## src/rtl/rx_lane_fifo.sv

```systemverilog
module rx_lane_fifo #(
  parameter int DEPTH = 8
) (
  input  logic        clk,
  input  logic        rst_n,
  input  logic        cfg_wide,
  input  logic        cfg_big,
  input  logic        cfg_fill,
  input  logic [1:0]  cfg_thresh,
  input  logic        in_valid,
  input  logic [7:0]  in_byte,
  input  logic        in_eop,
  input  logic        rd_en,
  input  logic        status_clr,
  output logic [31:0] rd_data,
  output logic [2:0]  rd_bytes,
  output logic        dma_req,
  output logic        overflow
);
  localparam int AW = $clog2(DEPTH);
  localparam int CW = $clog2(DEPTH + 1);

  logic [31:0]   mem    [DEPTH];
  logic [2:0]    nbytes [DEPTH];
  logic [AW-1:0] wr_ptr, rd_ptr;
  logic [CW-1:0] count, left, thr_w, blen;
  logic [1:0]    idx;
  logic [4:0]    thr_bytes, thr_raw;
  logic          busy, eop_pend, ovf;

  wire       full      = count == CW'(DEPTH);
  wire       accept    = in_valid && !full;
  wire [1:0] last_idx  = cfg_wide ? 2'd3 : 2'd1;
  wire [1:0] lane      = cfg_big ? last_idx - idx : idx;
  wire       commit    = accept && (idx == last_idx || in_eop);
  wire       pop       = rd_en && busy;
  wire       start     = !busy && count != '0 && (count >= thr_w || eop_pend);
  wire       burst_end = cfg_fill ? (count == CW'(1) && !commit) : (left == CW'(1));

  always_comb begin
    case (cfg_thresh)
      2'd0:    thr_bytes = 5'd2;
      2'd1:    thr_bytes = 5'd4;
      2'd2:    thr_bytes = 5'd8;
      default: thr_bytes = 5'd12;
    endcase
    thr_raw = cfg_wide ? (thr_bytes >> 2) : (thr_bytes >> 1);
    if (thr_raw == 5'd0)            thr_w = CW'(1);
    else if (int'(thr_raw) > DEPTH) thr_w = CW'(DEPTH);
    else                            thr_w = CW'(thr_raw);
    blen = (cfg_fill || count < thr_w) ? count : thr_w;
  end

  always_ff @(posedge clk) begin
    if (accept) begin
      if (idx == 2'd0) mem[wr_ptr] <= {24'd0, in_byte} << {lane, 3'b000};
      else             mem[wr_ptr][{lane, 3'b000} +: 8] <= in_byte;
      if (commit) nbytes[wr_ptr] <= {1'b0, idx} + 3'd1;
    end
  end

  always_ff @(posedge clk or negedge rst_n) begin
    if (!rst_n) begin
      wr_ptr   <= '0;
      rd_ptr   <= '0;
      count    <= '0;
      left     <= '0;
      idx      <= '0;
      busy     <= 1'b0;
      eop_pend <= 1'b0;
      ovf      <= 1'b0;
    end else begin
      if (accept) begin
        if (commit) begin
          wr_ptr <= wr_ptr + 1'b1;
          idx    <= '0;
        end else begin
          idx <= idx + 2'd1;
        end
      end
      if (pop) rd_ptr <= rd_ptr + 1'b1;
      count <= count + CW'(commit) - CW'(pop);

      if (commit && in_eop)  eop_pend <= 1'b1;
      else if (count == '0)  eop_pend <= 1'b0;

      if (start) begin
        busy <= 1'b1;
        left <= blen;
      end else if (pop) begin
        if (burst_end) busy <= 1'b0;
        left <= left - 1'b1;
      end

      if (in_valid && full) ovf <= 1'b1;
      else if (status_clr)  ovf <= 1'b0;
    end
  end

  assign rd_data  = mem[rd_ptr];
  assign rd_bytes = nbytes[rd_ptr];
  assign dma_req  = busy;
  assign overflow = ovf;
endmodule

```

## config.mk

```make
export PLATFORM = sky130hd
export DESIGN_NAME = rx_lane_fifo
export DESIGN_NICKNAME = d
export VERILOG_FILES = /design/src/rtl/rx_lane_fifo.sv
export SDC_FILE = /design/constraint.sdc
export NUM_CORES = 1
export LEC_CHECK = 0
export ABC_AREA = 1
export BUFFER_PORTS_ARGS = -buffer_cell sky130_fd_sc_hd__buf_2
export CORE_MARGIN = 2
export CORE_UTILIZATION = 25
export DETAILED_ROUTE_END_ITERATION = 6
export HOLD_SLACK_MARGIN = 0.03
export PLACE_DENSITY = 0.46
export SLEW_MARGIN = 15
export SYNTH_ARGS = -nofsm -noshare
export SYNTH_HDL_FRONTEND = slang
export SYNTH_SLANG_ARGS = --single-unit
```

## constraint.sdc

```tcl
create_clock -name clk -period 7.45 [get_ports clk]
set_clock_uncertainty 0.15 [all_clocks]
set_input_delay 0 -clock clk [delete_from_list [all_inputs] [get_ports clk]]
set_output_delay 0 -clock clk [all_outputs]
set_load 0.02 [all_outputs]
```

==> metrics, run 1 <==
Syn. warnings 0; sequential share of power 39.2%; drt drc 0; Layout Utilization between 20% and 30%; CTS tree done; largest net degree at the start of global routing 89; Inserted Clock Buffers 34; Max Cap Violations 0; Slew @ Worst Pin 1213 ps; antenna-violating nets left 0; clk buf depth 3; initial antenna violation count 0; sw frac 39.68%; routed wire length per instance 18.55 µm; Post-synth EDFFs 280; CTS resizes 0; Syn Nets approximately 1,100; post-route setup slack 3593 ps; Post-CTS Setup Bufs 0; CP max stage delay ~820 ps; vias in the first global route 8,261; LEAKAGE 5.258 nW; Layout Cells excl Fill 1,846; Peak supply drop 0.0001605 V; final-report max-slew violation count 0; cells after synthesis roughly 1,100; WHS 40.59 ps; CP Buf/Inv Count 3; register bit total from synthesis around 300; Worst setup EP type primary output; placed cell count 1,763; Clock Latency Late Sink 510 ps; ant diodes 0; DP Area 13,610 µm²; Fillers 5,116; top cells by area, synth edfxtp_1 (66%), nor2_1 (7.8%), nand2_1 (5.2%); slowest CP cell buf_4; crit-path cells inv_4 -> buf_4 -> nor2_1 -> o32ai_1 -> nand2_1 -> nand2_1 -> buf_2; min Tclk post-route 3857 ps; unrepaired setup endpoints after global routing no; Tcrit/Tclk final 51.78%; status completed; Fin Setup TNS 0 ps; multi-input combinational cell area 3408 µm²; Commonest cells post-synth edfxtp_1 (280), nor2_1 (265), nand2_1 (176); combinational power share between 30% and 40%; Initial Util 25.37%; die width 229.7 µm; Sw Pwr between 2 and 2.5 mW; Top FF cell, synth edfxtp_1; core box area 50,170 µm²; count of final setup violators 0; number of DRC markers in iteration 0 650; clock-pin slew of the registers on the worst-case setup and hold paths 60 ps; CP top delay family buffers and inverters; first-pass GRT wire length 51,930 µm; Final Net Count 1,189; Total GRT Usage roughly an eighth; Die Ht 229.7 µm; critical path arrival between 3000 and 4000 ps; Worst setup SP type flip-flop; final hold vios 0; post-route cell area between 10,000 and 15,000 µm²; Seq/Total Area, Yosys 69.79%; WP data required 7300 ps; Cell variety after synth 32; Pwr Total 6.163 mW; largest area contributor in the netlist edfxtp_1; fraction of layout cells with a size suffix above 1 10.22%; Pre-antenna DRT Iters 5; min-delay worst type input pin to flip-flop; Area Growth Syn to Fin 16.86%; WS Path Type flip-flop to primary output; Port Buf Inserts 55; top-count cell post-synth edfxtp_1; HPWL after DPL around 21,000 µm; gpl congestion 0.7792; pre-CTS setup slack 3892 ps; Post-Syn Area between 10,000 and 15,000 µm²; std cell rows 82; total I/O pin count 56; CTS Sinks between 200 and 300; Power Density 414.3 nW/µm²; worst-path fanout max 81; Async S/R FF share, synth 6.355%; Reg area 8892 µm²; die area 52,740 µm²; via-per-instance ratio 4.585; top cell type's share of synthesized area 66.05%; htree depth 2; overall routed net length 34,250 µm; Max Freq 0.2593 GHz; max-slew headroom at the worst pin 18.81%; CP dominant cell by count nand2_1; Avg Synthesized Cell Area 11.71 µm²; GRT overflow 0; Clock Root Buffer clkbuf_16; Clock power frac 25.5%; via count ~8,500; Pint 3.718 mW
[layout make-up]
class	count	share of cell area (%)
sequential	299	59.78
multi-input combinational	689	22.91
clock buffer	47	6.249
tap	672	5.652
timing repair buffer	80	3.482
inverter	45	1.152
clock inverter	14	0.7738
[logic make-up (layout without fill, tap and decap cells)]
logic type	Yosys count	count (layout)	synth area share, %
XOR/XNOR	7	7	0.4816
AND/OR/NAND/NOR	470	470	14.34
AO/OA/AOI/OAI	191	191	9.829
buffers and inverters	99	186	3.440
flip-flops	299	299	69.79
adder cells (fa/ha/maj)	21	21	2.123
[flip-flops by register name, indices dropped and copies added, names as in the netlist]
signal / flops
rd_ptr: 3
eop_pend: 1
count: 4
wr_ptr: 3
overflow: 1
idx: 2
dma_req: 1
left: 4
mem: 256
nbytes: 24
[routing by layer]
metal / vias up / global-route usage, % / share of wire (%)
li1: 4006 / - / -
met1: 4199 / 18.60 / 48
met2: 223 / 20.25 / 45
met3: 36 / 2.133 / 5.1
met4: 0 / 2.638 / 1.5
met5: - / 0 / 0
[power by group through the flow]
stage / Clock (mW) / Sequential, mW / Combinational, mW
floorplan: 0 / 2.27 / 1.61
global placement: 0 / 2.45 / 2.19
detailed placement: 0 / 2.45 / 2.20
CTS: 1.60 / 2.42 / 2.22
global route: 1.66 / 2.45 / 2.44
finish: 1.57 / 2.42 / 2.17
[worst register-to-register path, stage by stage, from the launching register on]
cell and delay [ps]:
dfrtp_1 390, inv_1 280, nand2_1 90, nand2_1 340, clkinv_1 410, ha_1 440
nor2_1 500, nand2_1 140, o22ai_1 540
[timing repair]
action | in CTS | in global routing
hold buffers | 22 | 0
endpoints found under the hold margin | 232 | 0
setup endpoints to repair | 0 | 0
[worst paths after layout]
kind	start	to	slack [ps]	cells past startpoint
max	rd_ptr[0]	rd_data[12]	3590	7
min	in_byte[1]	mem[7][9]	40	3
max reg2reg	idx[0]	mem[4][18]	3870	8
min reg2reg	dma_req	dma_req	410	2
max in group asynchronous	rst_n	rd_ptr[0]	5820	3
min in group asynchronous	rst_n	idx[0]	600	3
[placed cells by master, fill, tap and decap left out, types with 16 or more instances in the layout]
cell,count
o22ai_1,18
o21ai_0,77
clkbuf_16,34
nor2_1,265
nand2_1,176
buf_2,55
inv_1,38
nand3_1,18
a21oi_1,21
edfxtp_1,280
ha_1,20
o32ai_1,70
dlygate4sd3_1,22
dfrtp_1,16
(Power assumes the default switching activity.)
==> inputs of run 2 (changes only) <==
==> constraint.sdc (replaced) <==
create_clock -name clk -period 3.64 [get_ports clk]
set_clock_uncertainty 0.15 [all_clocks]
set_input_delay 0 -clock clk [delete_from_list [all_inputs] [get_ports clk]]
set_output_delay 0 -clock clk [all_outputs]
set_load 0.02 [all_outputs]
==> metrics, run 2 (synthesis gave the netlist of run 1 again) <==
status completed; CTS resizes 0; Clock Root Buffer clkbuf_16; antenna-violating nets left 0; Area Growth Syn to Fin 18.51%; die area approximately 53,000 µm²; Pre-antenna DRT Iters 5; via count 8,562; clk buf depth 3; std cell rows 82; Clock Latency Late Sink 500 ps; Inserted Clock Buffers 34; worst reg2reg path depth 8; core box area 50,170 µm²; number of DRC markers in iteration 0 approximately 600; Post-CTS Hold Buffers 23; via-per-instance ratio 4.574; most flop-heavy register mem; Worst setup EP type flip-flop; initial antenna violation count 0; CTS tree done; overall routed net length 34,550 µm; commonest non-fill, non-tap cell in the layout edfxtp_1; Max Cap Violations 0; Slew @ Worst Pin 1038 ps; LEAKAGE about 5.4 nW; Max Freq 0.3182 GHz; vias in the first global route approximately 8,500; total I/O pin count between 50 and 60; ant diodes 0; min Tclk post-route 3143 ps; max-slew headroom at the worst pin 30.80%; worst-path fanout max 13; post-route setup slack 497.3 ps; most frequent cells in the layout edfxtp_1 (280), nor2_1 (265), nand2_1 (176), o21ai_0 (77), o32ai_1 (70); Port Buf Inserts 55; die width between 200 and 250 µm; max reg flops 256; Tcrit/Tclk final 86.34%; Post-CTS Setup Bufs 0; min-delay worst type input pin to flip-flop; Worst setup SP type flip-flop; final hold vios 0; pre-CTS setup slack 548.0 ps; combinational power share 37.7%; CTS Sinks 299; Power Density roughly 850 nW/µm²; HPWL after DPL ~22,000 µm; Initial Util 25.37%; Final Net Count 1,216; Die Ht 229.7 µm; first-pass GRT wire length 52,720 µm; htree depth 2; hold path depth 4; sequential share of power 37.4%; drt drc 0; GRT overflow 0; Fin Setup TNS 0 ps; Pint approximately 7.7 mW; critical path arrival between 3000 and 4000 ps; Peak supply drop 0.0005312 V; Sw Pwr 5.076 mW; Total GRT Usage 13.02%; sw frac 39.75%; count of final setup violators 0; WP data required 3710 ps; WHS 152.4 ps; gpl congestion 0.8075; WS Path Type flip-flop to flip-flop; routed wire length per instance 18.46 µm; clock-pin slew of the registers on the worst-case setup and hold paths 60 ps; final-report max-slew violation count 0; fraction of layout cells with a size suffix above 1 12.25%; largest registers mem (256), nbytes (24); Pwr Total roughly 13 mW; unrepaired setup endpoints after global routing no; Clock power frac about a quarter; largest net degree at the start of global routing 142
[run 2: stage by stage]
step	cell area [µm²]	std cells	utilization, %
CTS	15090	1872	30.07
detailed placement	13840	1789	27.59
global placement	13840	1789	27.59
global route	15090	1872	30.07
finish	15090	1872	30.07
floorplan	12730	1087	-
[run 2: area by class of cell]
| type | instances | area [µm²] |
|---|---|---|
| inverter | 45 | 171.4 |
| timing repair buffer | 107 | 760.7 |
| clock inverter | 15 | 98.84 |
| multi-input combinational | 689 | 3408 |
| tap | 672 | 840.8 |
| fill | 5087 | 35080 |
| sequential | 299 | 8892 |
| clock buffer | 45 | 913.4 |
[run 2: worst max-delay path, stage by stage (launching register included)]
cell and delay (ps):
dfrtp_1 390, inv_1 280, nand2_1 90, nand2_1 100
clkinv_1 290, ha_1 440, nor2_1 430, nand2_1 150
o22ai_1 560
[run 2: metal layers]
layer | part of all wire, % | global-route usage (%) | vias up
met2 | 46 | 21.07 | 225
met3 | 5.3 | 2.096 | 45
met5 | 0 | 0 | -
li1 | - | - | 4066
met1 | 46 | 18.08 | 4226
met4 | 1.9 | 3.511 | 0
[run 2: path summary, 6_finish.rpt]
kind	slack (ps)	start	endpoint
worst max-delay path	500	idx[0]	mem[7][20]
worst min-delay path	150	cfg_fill	left[3]
worst max register to register	500	idx[0]	mem[7][20]
worst min register to register	390	dma_req	dma_req
max in group asynchronous	2010	rst_n	rd_ptr[1]
min in group asynchronous	590	rst_n	rd_ptr[0]
[run 2: power by group through the flow]
stage | registers, mW | logic, mW | clock network (mW)
2_1_floorplan | 4.64 | 3.30 | 0
4_1_cts | 4.78 | 4.91 | 3.24
5_1_grt | 4.84 | 5.39 | 3.37
3_5_place_dp | 4.85 | 4.87 | 0
6_report | 4.78 | 4.81 | 3.18
3_3_place_gp | 4.85 | 4.85 | 0
